--- src/rtl/ptr_pkg.sv ---
package ptr_pkg;
  typedef enum logic [2:0] {
    OP_IDLE    = 3'd0,
    OP_LD_AUTO = 3'd1,
    OP_ST_AUTO = 3'd2,
    OP_LD_OFS  = 3'd3,
    OP_ST_OFS  = 3'd4,
    OP_ADD     = 3'd5
  } op_e;

  typedef enum logic [1:0] {
    AM_PRE_INC  = 2'b00,
    AM_PRE_DEC  = 2'b01,
    AM_POST_INC = 2'b10,
    AM_POST_DEC = 2'b11
  } amode_e;
endpackage

--- src/rtl/ptr_agu.sv ---
module ptr_agu
  import ptr_pkg::*;
#(
  parameter int PW = 16,
  parameter int LW = 6
) (
  input  logic [PW-1:0] ptr_i,
  input  op_e           op_i,
  input  amode_e        amode_i,
  input  logic [LW-1:0] lit_i,
  output logic [PW-1:0] ea_o,
  output logic [PW-1:0] nxt_o,
  output logic          upd_o,
  output logic          acc_o,
  output logic          st_o
);
  localparam logic [PW-1:0] ONE = PW'(1);

  logic [PW-1:0] ofs, inc, dec;

  assign ofs = {{(PW-LW){lit_i[LW-1]}}, lit_i};
  assign inc = ptr_i + ONE;
  assign dec = ptr_i - ONE;

  always_comb begin
    ea_o  = ptr_i;
    nxt_o = ptr_i;
    upd_o = 1'b0;
    acc_o = 1'b0;
    st_o  = 1'b0;
    unique case (op_i)
      OP_LD_AUTO, OP_ST_AUTO: begin
        acc_o = 1'b1;
        st_o  = (op_i == OP_ST_AUTO);
        upd_o = 1'b1;
        unique case (amode_i)
          AM_PRE_INC:  begin ea_o = inc; nxt_o = inc; end
          AM_PRE_DEC:  begin ea_o = dec; nxt_o = dec; end
          AM_POST_INC: nxt_o = inc;
          AM_POST_DEC: nxt_o = dec;
          default:     nxt_o = ptr_i;
        endcase
      end
      OP_LD_OFS, OP_ST_OFS: begin
        acc_o = 1'b1;
        st_o  = (op_i == OP_ST_OFS);
        ea_o  = ptr_i + ofs;
      end
      OP_ADD: begin
        nxt_o = ptr_i + ofs;
        upd_o = 1'b1;
      end
      default: upd_o = 1'b0;
    endcase
  end
endmodule

--- src/rtl/ptr_reg.sv ---
module ptr_reg #(
  parameter int PW = 16
) (
  input  logic            clk_i,
  input  logic            rst_ni,
  input  logic            upd_i,
  input  logic [PW-1:0]   nxt_i,
  input  logic            bw_lo_i,
  input  logic            bw_hi_i,
  input  logic [PW/2-1:0] bdata_i,
  output logic [PW-1:0]   ptr_o
);
  localparam int BW = PW / 2;

  always_ff @(posedge clk_i or negedge rst_ni) begin
    if (!rst_ni) begin
      ptr_o <= '0;
    end else if (bw_lo_i || bw_hi_i) begin
      // explicit byte write beats arithmetic update
      if (bw_lo_i) ptr_o[BW-1:0]  <= bdata_i;
      if (bw_hi_i) ptr_o[PW-1:BW] <= bdata_i;
    end else if (upd_i) begin
      ptr_o <= nxt_i;
    end
  end
endmodule

--- src/rtl/alias_guard.sv ---
module alias_guard #(
  parameter int            PW     = 16,
  parameter logic [PW-1:0] ALIAS0 = '0,
  parameter logic [PW-1:0] ALIAS1 = '0
) (
  input  logic [PW-1:0] ea_i,
  input  logic          acc_i,
  input  logic          st_i,
  input  logic [7:0]    rd_data_i,
  output logic          mem_re_o,
  output logic          mem_we_o,
  output logic [7:0]    load_data_o,
  output logic          z_o,
  output logic          z_we_o
);
  logic hit;

  assign hit         = acc_i && ((ea_i == ALIAS0) || (ea_i == ALIAS1));
  assign mem_re_o    = acc_i && !st_i && !hit;
  assign mem_we_o    = acc_i && st_i && !hit;
  assign load_data_o = hit ? 8'h00 : rd_data_i;
  assign z_o         = (load_data_o == 8'h00);
  assign z_we_o      = acc_i && !st_i;
endmodule

--- src/rtl/ptr_addr_unit.sv ---
module ptr_addr_unit
  import ptr_pkg::*;
#(
  parameter int            PW          = 16,
  parameter int            LW          = 6,
  parameter logic [PW-1:0] ALIAS0_ADDR = 16'h0000,
  parameter logic [PW-1:0] ALIAS1_ADDR = 16'h0001
) (
  input  logic          clk_i,
  input  logic          rst_ni,
  input  logic [2:0]    op_i,
  input  logic          sel_i,
  input  logic [1:0]    amode_i,
  input  logic [LW-1:0] lit_i,
  input  logic          reg_we_i,
  input  logic [1:0]    reg_idx_i,
  input  logic [7:0]    reg_wdata_i,
  input  logic [7:0]    rd_data_i,
  output logic [PW-1:0] mem_addr_o,
  output logic          mem_re_o,
  output logic          mem_we_o,
  output logic [7:0]    load_data_o,
  output logic          z_o,
  output logic          z_we_o,
  output logic [PW-1:0] ptr0_o,
  output logic [PW-1:0] ptr1_o
);
  localparam int NPTR = 2;
  localparam int BW   = PW / 2;

  logic [PW-1:0] ptr_q [NPTR];
  logic [PW-1:0] ptr_sel, ea, nxt;
  logic          upd, acc, st;

  assign ptr_sel = ptr_q[sel_i];

  ptr_agu #(.PW(PW), .LW(LW)) u_agu (
    .ptr_i   (ptr_sel),
    .op_i    (op_e'(op_i)),
    .amode_i (amode_e'(amode_i)),
    .lit_i   (lit_i),
    .ea_o    (ea),
    .nxt_o   (nxt),
    .upd_o   (upd),
    .acc_o   (acc),
    .st_o    (st)
  );

  for (genvar g = 0; g < NPTR; g++) begin : g_ptr
    logic wr_this;
    assign wr_this = reg_we_i && (int'(reg_idx_i[1]) == g);
    ptr_reg #(.PW(PW)) u_reg (
      .clk_i   (clk_i),
      .rst_ni  (rst_ni),
      .upd_i   (upd && (int'(sel_i) == g)),
      .nxt_i   (nxt),
      .bw_lo_i (wr_this && !reg_idx_i[0]),
      .bw_hi_i (wr_this && reg_idx_i[0]),
      .bdata_i (reg_wdata_i[BW-1:0]),
      .ptr_o   (ptr_q[g])
    );
  end

  alias_guard #(.PW(PW), .ALIAS0(ALIAS0_ADDR), .ALIAS1(ALIAS1_ADDR)) u_guard (
    .ea_i        (ea),
    .acc_i       (acc),
    .st_i        (st),
    .rd_data_i   (rd_data_i),
    .mem_re_o    (mem_re_o),
    .mem_we_o    (mem_we_o),
    .load_data_o (load_data_o),
    .z_o         (z_o),
    .z_we_o      (z_we_o)
  );

  assign mem_addr_o = ea;
  assign ptr0_o     = ptr_q[0];
  assign ptr1_o     = ptr_q[1];
endmodule

--- config.mk ---
export PLATFORM = sky130hd
export DESIGN_NAME = ptr_addr_unit
export DESIGN_NICKNAME = d
export VERILOG_FILES = /design/src/rtl/ptr_pkg.sv /design/src/rtl/ptr_agu.sv /design/src/rtl/ptr_reg.sv /design/src/rtl/alias_guard.sv /design/src/rtl/ptr_addr_unit.sv
export SDC_FILE = /design/constraint.sdc
export NUM_CORES = 1
export LEC_CHECK = 0
export CELL_PAD_IN_SITES_DETAIL_PLACEMENT = 1
export CELL_PAD_IN_SITES_GLOBAL_PLACEMENT = 1
export CORE_MARGIN = 5
export CORE_UTILIZATION = 30
export DETAILED_ROUTE_END_ITERATION = 6
export PLACE_DENSITY = 0.75
export SETUP_SLACK_MARGIN = 0.4
export SYNTH_ARGS = -nofsm -noshare
export SYNTH_HDL_FRONTEND = slang
export SYNTH_SLANG_ARGS = --single-unit
--- constraint.sdc ---
create_clock -name clk_i -period 11 [get_ports clk_i]
set_input_delay 3.3 -clock clk_i [delete_from_list [all_inputs] [get_ports clk_i]]
set_output_delay 3.3 -clock clk_i [all_outputs]
set_load 0.01 [all_outputs]
==> out/qor.csv, run 1 <==
metric,value,unit
total core area,16400,sq um
setup tns final,0,ps
chip height,139,um
"commonest non-fill, non-tap cells in the layout","89 x clkdlybuf4s50_1, 68 x nor2_1, 65 x nand2_1",
number of nets with antenna violations after detailed routing,0,
Routability Congestion,0.972,
Longest Clk Path Bufs,2,
Biggest register,g_ptr.u_reg.ptr_o,
crit end category,output port,
DRC errors left,0,
Die Footprint,19200,sq um
Worst-Skew Late Latency,280,ps
Layout Nets,818,
Vias per Instance,6.07,
leak pwr,2.60,nW
I/O pins,93,
Initial Util,30.3,%
largest net degree at the start of global routing,33,
post-synthesis sequential area ratio,16.1,%
Clock Skew,3.14,ps
worst-margin pin slew,1090,ps
synthesized area,4970,sq um
Synth Instances,670,
Num CTS Buffers,5,
ANT cells,0,
fin crit share,94.9,%
Cell variety after synth,84,
endpoints failing setup,0,
Largest regs,g_ptr.u_reg.ptr_o: 32 flops,
Wirelength per Cell,21.7,um
syn_nets,721,
Required @ worst endpoint,7700,ps
area grow syn2layout,30.1,%
Fin. Hold Viols,0,
CP startpoint,sel_i,
Power Density,184,nW/um^2
Post-Layout Cell Count,988,
RSZ-0062 raised after global routing,true,
placed insts,979,
Die X,139,um
pre-CTS WS,140,ps
drt first pass iters,5,
Post-DP HPWL,16700,um
grt ovf,0,
Largest register FFs,32,
overall global routing resource usage,20.9,%
max_slew headroom,27.2,%
vias in the first global route,5773,
Fillers,2023,
Post-synth EDFFs,0,
post-synthesis register bit count,32,
antenna violations before repair,0,
FP Rows,47,
crit start category,primary input,
H-tree levels,2,
syn avg cell area,7.42,sq um
worst-path maximum fanout,18,
WL final,21400,um
Yosys Warn Count,0,
maxcap violations,0,
via count,5993,
fin. max-slew vios,0,
status,"complete, no violations",
root buf cell,clkbuf_16,
"Arr. time, crit path",7140,ps
layout cells sized above 1,12.5,%
Starting DRT DRC Count,547,
"most common cell after layout, fill and taps aside",clkdlybuf4s50_1,
min-delay src,g_ptr[0].u_reg.ptr_o[12],
IO buf count,92,
CP Class,primary input to output port,
min cycle time layout,10440,ps
clock tree from TritonCTS,yes,
Hold WC Path Type,register to register,
worst vdd ir,0.0766,mV
Synth async-reset ratio,100,%
first-pass GRT wire length,33100,um
CTS clock-pin slew for the worst setup and hold paths,50,ps
TritonCTS Sinks,32,
hold_buf cts,0,
"Primary FF master, synth",dfrtp_1,
reg2reg start,g_ptr[0].u_reg.ptr_o[0],
Peak Freq,0.0958,GHz
Final WS setup,558,ps
==> worst max-delay path: stages <==
cell and delay [ps]:
buf_6 190, buf_4 230, mux2i_2 290, inv_2 150, ha_2 450, o21ai_0 160, a21oi_2 230, o211ai_1 190
and4_1 250, or4b_2 650, o221ai_2 110, nor3_2 80, buf_6 160, a21boi_1 150, clkdlybuf4s50_1 550
==> metal layers <==
metal | global-route usage [%] | wire length [um] | share of wire (%) | vias to the layer above
met1 | 28.6 | 9600 | 45 | 2986
li1 | - | - | - | 2806
met4 | 3.71 | 361 | 1.7 | 0
met2 | 36.3 | 10500 | 49 | 175
met3 | 2.17 | 1000 | 4.7 | 26
met5 | 0 | 0 | 0 | -
==> worst paths after layout <==
path | endpoint | slack [ps] | cells past startpoint
min | g_ptr[0].u_reg.ptr_o[12] | 530 | 2
max reg2reg | g_ptr[1].u_reg.ptr_o[6] | 7380 | 12
max in group asynchronous | g_ptr[0].u_reg.ptr_o[11] | 7250 | 2
max | load_data_o[3] | 560 | 15
min in group asynchronous | g_ptr[0].u_reg.ptr_o[2] | 3430 | 2
min reg2reg | g_ptr[0].u_reg.ptr_o[12] | 530 | 2
==> area by class of cell <==
class / count / area, sq um / share of cell area, %
multi-input cells: 576 / 3940 / 61.0
repair buffers: 131 / 1220 / 18.9
flip-flops and latches: 32 / 801 / 12.4
well taps: 220 / 275 / 4.26
clock buffers: 8 / 146 / 2.26
inverters: 21 / 78.8 / 1.22
==> metrics by stage <==
| stage | util [%] | hold slack, ps | power (mW) | instance area [sq um] |
|---|---|---|---|---|
| floorplan | - | 534 | 0.687 | 4970 |
| global placement | 38.1 | 503 | 1.02 | 6250 |
| detailed placement | 38.1 | 513 | 1.03 | 6250 |
| CTS | 39.2 | 525 | 1.18 | 6430 |
| global route | 39.4 | 544 | 1.27 | 6470 |
| finish | 39.4 | 525 | 1.19 | 6470 |
==> synth_stat cells, drive strengths merged, types with 13 or more instances <==
library cell	n	share of area, %
a211oi	16	2.4
a21o	23	3.5
a21oi	50	5.1
clkbuf	30	2.3
dfrtp	32	16
ha	17	4.3
inv	20	1.5
mux2i	26	5.9
nand2	65	4.9
nand3	22	2.2
nand4	17	2.3
nor2	68	5.1
nor3	18	1.9
o211ai	13	2.0
o21ai	30	3.0
o22ai	14	1.8
==> logic make-up after synthesis <==
| kind of cell | Yosys count | share of synthesized area (%) |
|---|---|---|
| multiplexers | 35 | 7.93 |
| flip-flops | 32 | 16.1 |
| AO/OA/AOI/OAI | 257 | 37.0 |
| XOR/XNOR | 18 | 3.17 |
| adder cells (fa/ha/maj) | 18 | 4.68 |
| buffers and inverters | 62 | 5.44 |
| AND/OR/NAND/NOR | 248 | 25.6 |
==> power breakdown <==
| part | leakage, nW | switching, mW | internal [mW] |
|---|---|---|---|
| Sequential | 0.364 | 0.0640 | 0.154 |
| Clock | 0.0712 | 0.0499 | 0.0902 |
| Combinational | 2.17 | 0.461 | 0.371 |
| Total | 2.60 | 0.575 | 0.615 |
==> timing repair <==
| action | CTS | global route |
|---|---|---|
| setup buffers | 0 | 1 |
| setup endpoints to repair | 11 | 11 |
| gates resized for setup | 7 | 11 |
| pin swaps | 0 | 2 |
(Power assumes the default switching activity.)
==> inputs of run 2 (changes only) <==
--- a/config.mk
+++ b/config.mk
@@ -5,7 +5,7 @@
 export SDC_FILE = /design/constraint.sdc
 export NUM_CORES = 1
 export LEC_CHECK = 0
-export CELL_PAD_IN_SITES_DETAIL_PLACEMENT = 1
+export CELL_PAD_IN_SITES_DETAIL_PLACEMENT = 0
 export CELL_PAD_IN_SITES_GLOBAL_PLACEMENT = 1
 export CORE_MARGIN = 5
 export CORE_UTILIZATION = 30
==> run 2 against run 1 <==
  * Hold slack got worse by 3.4 ps
  * Critical path type unchanged
  * Highest routed layer unchanged
  * Critical endpoint is now z_o
  * Sequential power is essentially flat
  * Wire length is 5.5% lower
  * Largest cell class unchanged
==> out/qor.csv, run 2 (synthesis gave the netlist of run 1 again) <==
metric,value,unit,change
status,"complete, no violations",,unchanged
I/O pins,93,,unchanged
Required @ worst endpoint,7700,ps,about the same
grt ovf,0,,unchanged
"Arr. time, crit path",7070,ps,was 7140 ps
"commonest non-fill, non-tap cells in the layout","89 x clkdlybuf4s50_1, 68 x nor2_1, 65 x nand2_1",,unchanged
reg2reg start,g_ptr[0].u_reg.ptr_o[0],,unchanged
Initial Util,30.3,%,unchanged
Hold WC Path Type,register to register,,unchanged
Biggest register,g_ptr.u_reg.ptr_o,,unchanged
Die Footprint,19200,sq um,unchanged
DRC errors left,0,,unchanged
area grow syn2layout,30.8,%,was 30.1%
max_slew headroom,28.0,%,was 27.2%
Power Density,182,nW/um^2,was 184 nW/um^2
Largest register FFs,32,,unchanged
Worst-Skew Late Latency,270,ps,was 280 ps
chip height,139,um,unchanged
vias in the first global route,5381,,"was 5,773"
Routability Congestion,0.972,,unchanged
"most common cell after layout, fill and taps aside",clkdlybuf4s50_1,,unchanged
Placed Area,6250,sq um,unchanged
root buf cell,clkbuf_16,,unchanged
H-tree levels,2,,unchanged
Layout Nets,818,,unchanged
Vias per Instance,5.96,,was 6.07
CTS clock-pin slew for the worst setup and hold paths,50,ps,about the same
Fillers,1686,,"was 2,023"
min cycle time layout,10370,ps,"was 10,440 ps"
largest net degree at the start of global routing,33,,unchanged
total core area,16400,sq um,unchanged
Clock Skew,4.31,ps,was 3.14 ps
maxcap violations,0,,unchanged
fin crit share,94.3,%,was 94.9%
crit start category,primary input,,unchanged
fin area,6500,sq um,was 6470 sq um
Peak Freq,0.0964,GHz,was 0.0958 GHz
FP Rows,47,,unchanged
fin. max-slew vios,0,,unchanged
worst hold endpoint,g_ptr[0].u_reg.ptr_o[12],,unchanged
Largest regs,g_ptr.u_reg.ptr_o: 32 flops,,unchanged
Wirelength per Cell,20.5,um,was 21.7 um
R2R Setup Slk,7480,ps,was 7380 ps
top sig layer,met4,,unchanged
reg2reg end,g_ptr[1].u_reg.ptr_o[6],,unchanged
Longest Clk Path Bufs,2,,unchanged
length of routed wiring on met1,8910,um,was 9600 um
leak pwr,2.63,nW,was 2.60 nW
clock tree from TritonCTS,yes,,unchanged
CP Class,primary input to output port,,unchanged
TritonCTS Sinks,32,,unchanged
overall global routing resource usage,19.9,%,was 20.9%
Num CTS Buffers,5,,unchanged
min-delay src,g_ptr[0].u_reg.ptr_o[12],,unchanged
antenna violations before repair,0,,unchanged
Die X,139,um,unchanged
Post-Layout Cell Count,987,,was 988
layout cells sized above 1,12.8,%,was 12.5%
worst-margin pin slew,1080,ps,was 1090 ps
worst hold path depth,2,,unchanged
worst-path maximum fanout,18,,unchanged
drt first pass iters,5,,unchanged
number of nets with antenna violations after detailed routing,0,,unchanged
via count,5883,,"was 5,993"
storage element area,801,sq um,unchanged
Post-DP HPWL,15700,um,"was 16,700 um"
RSZ-0062 raised after global routing,false,,was true
Worst R2R Path Depth,12,,unchanged
setup tns final,0,ps,unchanged
IO buf count,92,,unchanged
crit end category,output port,,unchanged
worst vdd ir,0.0775,mV,was 0.0766 mV
ANT cells,0,,unchanged
Met3 Wirelength,1250,um,was 1000 um
Starting DRT DRC Count,635,,was 547
area of the multi-input gates,3970,sq um,was 3940 sq um
placed insts,979,,unchanged
met2 WL,9710,um,"was 10,500 um"
endpoints failing setup,0,,unchanged
worst hold slack,522,ps,was 525 ps
utilization after layout,39.6,%,was 39.4%
first-pass GRT wire length,31200,um,"was 33,100 um"
WL final,20300,um,"was 21,400 um"
Fin. Hold Viols,0,,unchanged
-- run 2: cell types whose count changed in the layout (fill, tap and decap cells not counted), sizes merged --
cell	change
dlygate4sd2	+1
clkbuf	-1
dlymetal6s2s	-1
-- run 2: how the worst max path moves through the flow --
stage | from | to | slack (ps) | cells past startpoint
CTS | sel_i | z_o | 430 | 15
floorplan | sel_i | z_o | 560 | 17
global route | sel_i | z_o | 420 | 15
finish | sel_i | z_o | 630 | 15
detailed placement | sel_i | mem_we_o | 230 | 15
global placement | sel_i | z_o | 250 | 16
-- run 2: final cells by class --
cell class / instances / share of cell area (%)
clock buffer: 7 / 2.35
inverter: 21 / 1.21
sequential: 32 / 12.3
multi-input combinational: 576 / 61.1
timing repair buffer: 131 / 18.8
tap: 220 / 4.23
-- run 2: metrics by stage --
step                worst slack, ps  power (mW)
detailed placement              230        1.02
global route                    421        1.27
floorplan                       559       0.687
finish                          626        1.19
global placement                245        1.02
CTS                             428        1.17
-- run 2: timing repair --
item                                    CTS  global route
pin swaps                                 1             5
buffers inserted                          0             1
endpoints found under the setup margin   11            11
hold buffers                              0             0
resized for setup                         6            16
-- run 2: critical path, cell delays in order --
cell and delay [ps]:
buf_6 190, mux2i_2 280, inv_2 90, ha_1 230, fa_1 410, a21o_1 230
a221oi_2 350, a311oi_2 180, o41ai_2 250, xnor2_1 150, a221o_1 390, nor3_4 210
buf_6 170, a21o_1 110, clkdlybuf4s50_1 530
-- run 2: routing by layer --
metal  GRT usage (%)  up-vias
met4            3.66        0
met2            33.4      227
met1            27.4     2818
met3            3.10       25
met5               0        -
li1                -     2813
-- run 2: report_power, final --
part	total (mW)	leakage, nW	switching, mW	internal (mW)
Combinational	0.825	2.19	0.452	0.373
Clock	0.142	0.0760	0.0477	0.0948
Sequential	0.219	0.364	0.0651	0.154
==> inputs of run 3 (changes only) <==
--- a/config.mk
+++ b/config.mk
@@ -10,7 +10,7 @@
 export CORE_MARGIN = 5
 export CORE_UTILIZATION = 30
 export DETAILED_ROUTE_END_ITERATION = 6
-export PLACE_DENSITY = 0.75
+export PLACE_DENSITY = 0.73
 export SETUP_SLACK_MARGIN = 0.4
 export SYNTH_ARGS = -nofsm -noshare
 export SYNTH_HDL_FRONTEND = slang
==> constraint.sdc (replaced) <==
create_clock -name clk_i -period 11 [get_ports clk_i]
set_input_delay 3.3 -clock clk_i [delete_from_list [all_inputs] [get_ports clk_i]]
set_output_delay 3.3 -clock clk_i [all_outputs]
set_load 0.05 [all_outputs]
==> run 3 against run 2 <==
  * Non-clock buffer count down 12
  * Fmax fell by 0.53%
  * Sequential share of layout area about the same
  * Global-route usage increased by 1.2 points
  * Hold slack better by 4.2 ps
  * Worst setup slack worse by 56 ps
  * Via count up 1.9%
==> out/qor.csv, run 3 (synthesis gave the netlist of run 1 again) <==
metric,value,unit,change
grt ovf,0,,unchanged
fin crit share,94.8,%,was 94.3%
DRC errors left,0,,unchanged
status,"complete, no violations",,unchanged
Longest Clk Path Bufs,2,,unchanged
total core area,16400,sq um,unchanged
Fillers,1673,,"was 1,686"
Peak Freq,0.0959,GHz,was 0.0964 GHz
setup tns final,0,ps,unchanged
Routability Congestion,0.881,,was 0.972
crit-path cells,buf_8 > buf_4 > mux2i_2 > inv_1 > ha_1 > o211a_1 > a21o_1 > o211ai_1 > a211oi_1 > or4b_2 > o221ai_2 > nor3_4 > buf_4 > a211oi_4 > buf_4,,was buf_6 > mux2i_2 > inv_2 > ha_1 > fa_1 > a21o_1 > a221oi_2 > a311oi_2 > o41ai_2 > xnor2_1 > a221o_1 > nor3_4 > buf_6 > a21o_1 > clkdlybuf4s50_1
worst-path maximum fanout,23,,was 18
Num CTS Buffers,5,,unchanged
leak pwr,2.62,nW,was 2.63 nW
FP Rows,47,,unchanged
worst vdd ir,0.0892,mV,was 0.0775 mV
via count,5997,,"was 5,883"
Largest register FFs,32,,unchanged
largest net degree at the start of global routing,33,,unchanged
IO buf count,92,,unchanged
Worst-Skew Late Latency,280,ps,was 270 ps
placed insts,968,,was 979
vias in the first global route,5808,,"was 5,381"
family with the most delay on the worst path,compound AO/OA/AOI/OAI gates,,unchanged
CP Class,primary input to output port,,unchanged
worst-margin pin slew,1110,ps,was 1080 ps
Post-Layout Cell Count,976,,was 987
total chip power,1.37,mW,was 1.19 mW
Biggest register,g_ptr.u_reg.ptr_o,,unchanged
Vias per Instance,6.14,,was 5.96
overall global routing resource usage,21.2,%,was 19.9%
Wirelength per Cell,22.0,um,was 20.5 um
antenna violations before repair,0,,unchanged
RSZ-0062 raised after global routing,false,,unchanged
TritonCTS Sinks,32,,unchanged
Die X,139,um,unchanged
most frequent CP cell,buf_4,,
min cycle time layout,10430,ps,"was 10,370 ps"
Crit path largest cell delay,690,ps,was 530 ps
Largest regs,g_ptr.u_reg.ptr_o: 32 flops,,unchanged
Layout Nets,806,,was 818
max_slew headroom,25.3,%,was 28.0%
Slowest cell on crit path,or4b_2,,was clkdlybuf4s50_1
WP buf/inv,5,,was 4
Starting DRT DRC Count,572,,was 635
clock tree from TritonCTS,yes,,unchanged
Clock Skew,6.14,ps,was 4.31 ps
first-pass GRT wire length,33100,um,"was 31,200 um"
Initial Util,30.3,%,unchanged
"Arr. time, crit path",7130,ps,was 7070 ps
crit start category,primary input,,unchanged
H-tree levels,2,,unchanged
fin. max-slew vios,0,,unchanged
crit end category,output port,,unchanged
hold_buf cts,0,,unchanged
ANT cells,0,,unchanged
Power Density,211,nW/um^2,was 182 nW/um^2
"most common cell after layout, fill and taps aside",clkdlybuf4s50_1,,unchanged
CTS clock-pin slew for the worst setup and hold paths,50,ps,about the same
chip height,139,um,unchanged
layout cells sized above 1,14.4,%,was 12.8%
Die Footprint,19200,sq um,unchanged
Post-DP HPWL,16800,um,"was 15,700 um"
drt first pass iters,5,,unchanged
Hold WC Path Type,register to register,,unchanged
endpoints failing setup,0,,unchanged
root buf cell,clkbuf_16,,unchanged
area grow syn2layout,30.8,%,about the same
number of nets with antenna violations after detailed routing,0,,unchanged
Fin. Hold Viols,0,,unchanged
maxcap violations,0,,unchanged
Required @ worst endpoint,7700,ps,about the same
WL final,21400,um,"was 20,300 um"
"commonest non-fill, non-tap cells in the layout","71 x clkdlybuf4s50_1, 68 x nor2_1, 65 x nand2_1",,"was 89 x clkdlybuf4s50_1, 68 x nor2_1, 65 x nand2_1"
I/O pins,93,,unchanged
-- run 3: changes by cell type in the layout (fill, tap and decap cells not counted), sizes merged --
cell / delta
buf: +8
clkbuf: +1
clkdlybuf4s50: -18
dlygate4sd2: -1
dlymetal6s2s: -1
-- run 3: per-stage QoR --
stage                     setup WS (ps)  instance area (sq um)  utilization [%]  hold slack, ps
after floorplan                     432                   5160                -             765
after global placement              300                   6330             38.6             504
after detailed placement            216                   6330             38.6             522
after CTS                           424                   6480             39.5             530
after global routing                401                   6500             39.6             563
final                               571                   6500             39.6             526
-- run 3: repair_timing --
item / 4_1_cts / 5_1_grt
endpoints found under the hold margin: 0 / 0
gates resized for setup: 1 / 4
pin swaps: 0 / 1
setup endpoints to repair: 11 / 11
setup buffers: 0 / 0
-- run 3: final cells by class --
| class | count | area [sq um] | share of cell area [%] |
|---|---|---|---|
| clock buffer | 8 | 146 | 2.25 |
| inverter | 21 | 78.8 | 1.21 |
| multi-input combinational | 576 | 4080 | 62.8 |
| sequential | 32 | 801 | 12.3 |
| tap | 220 | 275 | 4.23 |
| timing repair buffer | 119 | 1120 | 17.2 |
-- run 3: worst min-delay path, delay by kind of cell (launching register included) --
kind / cells / cell delay [ps]
flip-flops: 1 / 360
AO/OA/AOI/OAI: 1 / 60
AND/OR/NAND/NOR: 1 / 60
-- run 3: power by group --
| group | total (mW) | switching [mW] | internal (mW) | leakage [nW] |
|---|---|---|---|---|
| sequential | 0.218 | 0.0640 | 0.154 | 0.364 |
| combinational | 1.02 | 0.657 | 0.359 | 2.18 |
| clock | 0.141 | 0.0504 | 0.0902 | 0.0712 |
-- run 3: routing by layer --
metal | track usage, % | routed length, um | vias up
li1 | - | - | 2794
met1 | 27.6 | 9050 | 2920
met2 | 35.9 | 10400 | 252
met3 | 3.34 | 1420 | 31
met4 | 6.80 | 595 | 0
met5 | 0 | 0 | -
-- run 3: final timing paths --
path	start	endpoint	slack [ps]	depth (start not counted)
setup / recovery	sel_i	mem_we_o	570	15
hold / removal	g_ptr[0].u_reg.ptr_o[12]	g_ptr[0].u_reg.ptr_o[12]	530	2
setup reg to reg	g_ptr[0].u_reg.ptr_o[1]	g_ptr[0].u_reg.ptr_o[14]	7390	11
hold reg to reg	g_ptr[0].u_reg.ptr_o[12]	g_ptr[0].u_reg.ptr_o[12]	530	2
max in group asynchronous	rst_ni	g_ptr[1].u_reg.ptr_o[15]	7270	2
min in group asynchronous	rst_ni	g_ptr[1].u_reg.ptr_o[0]	3420	2
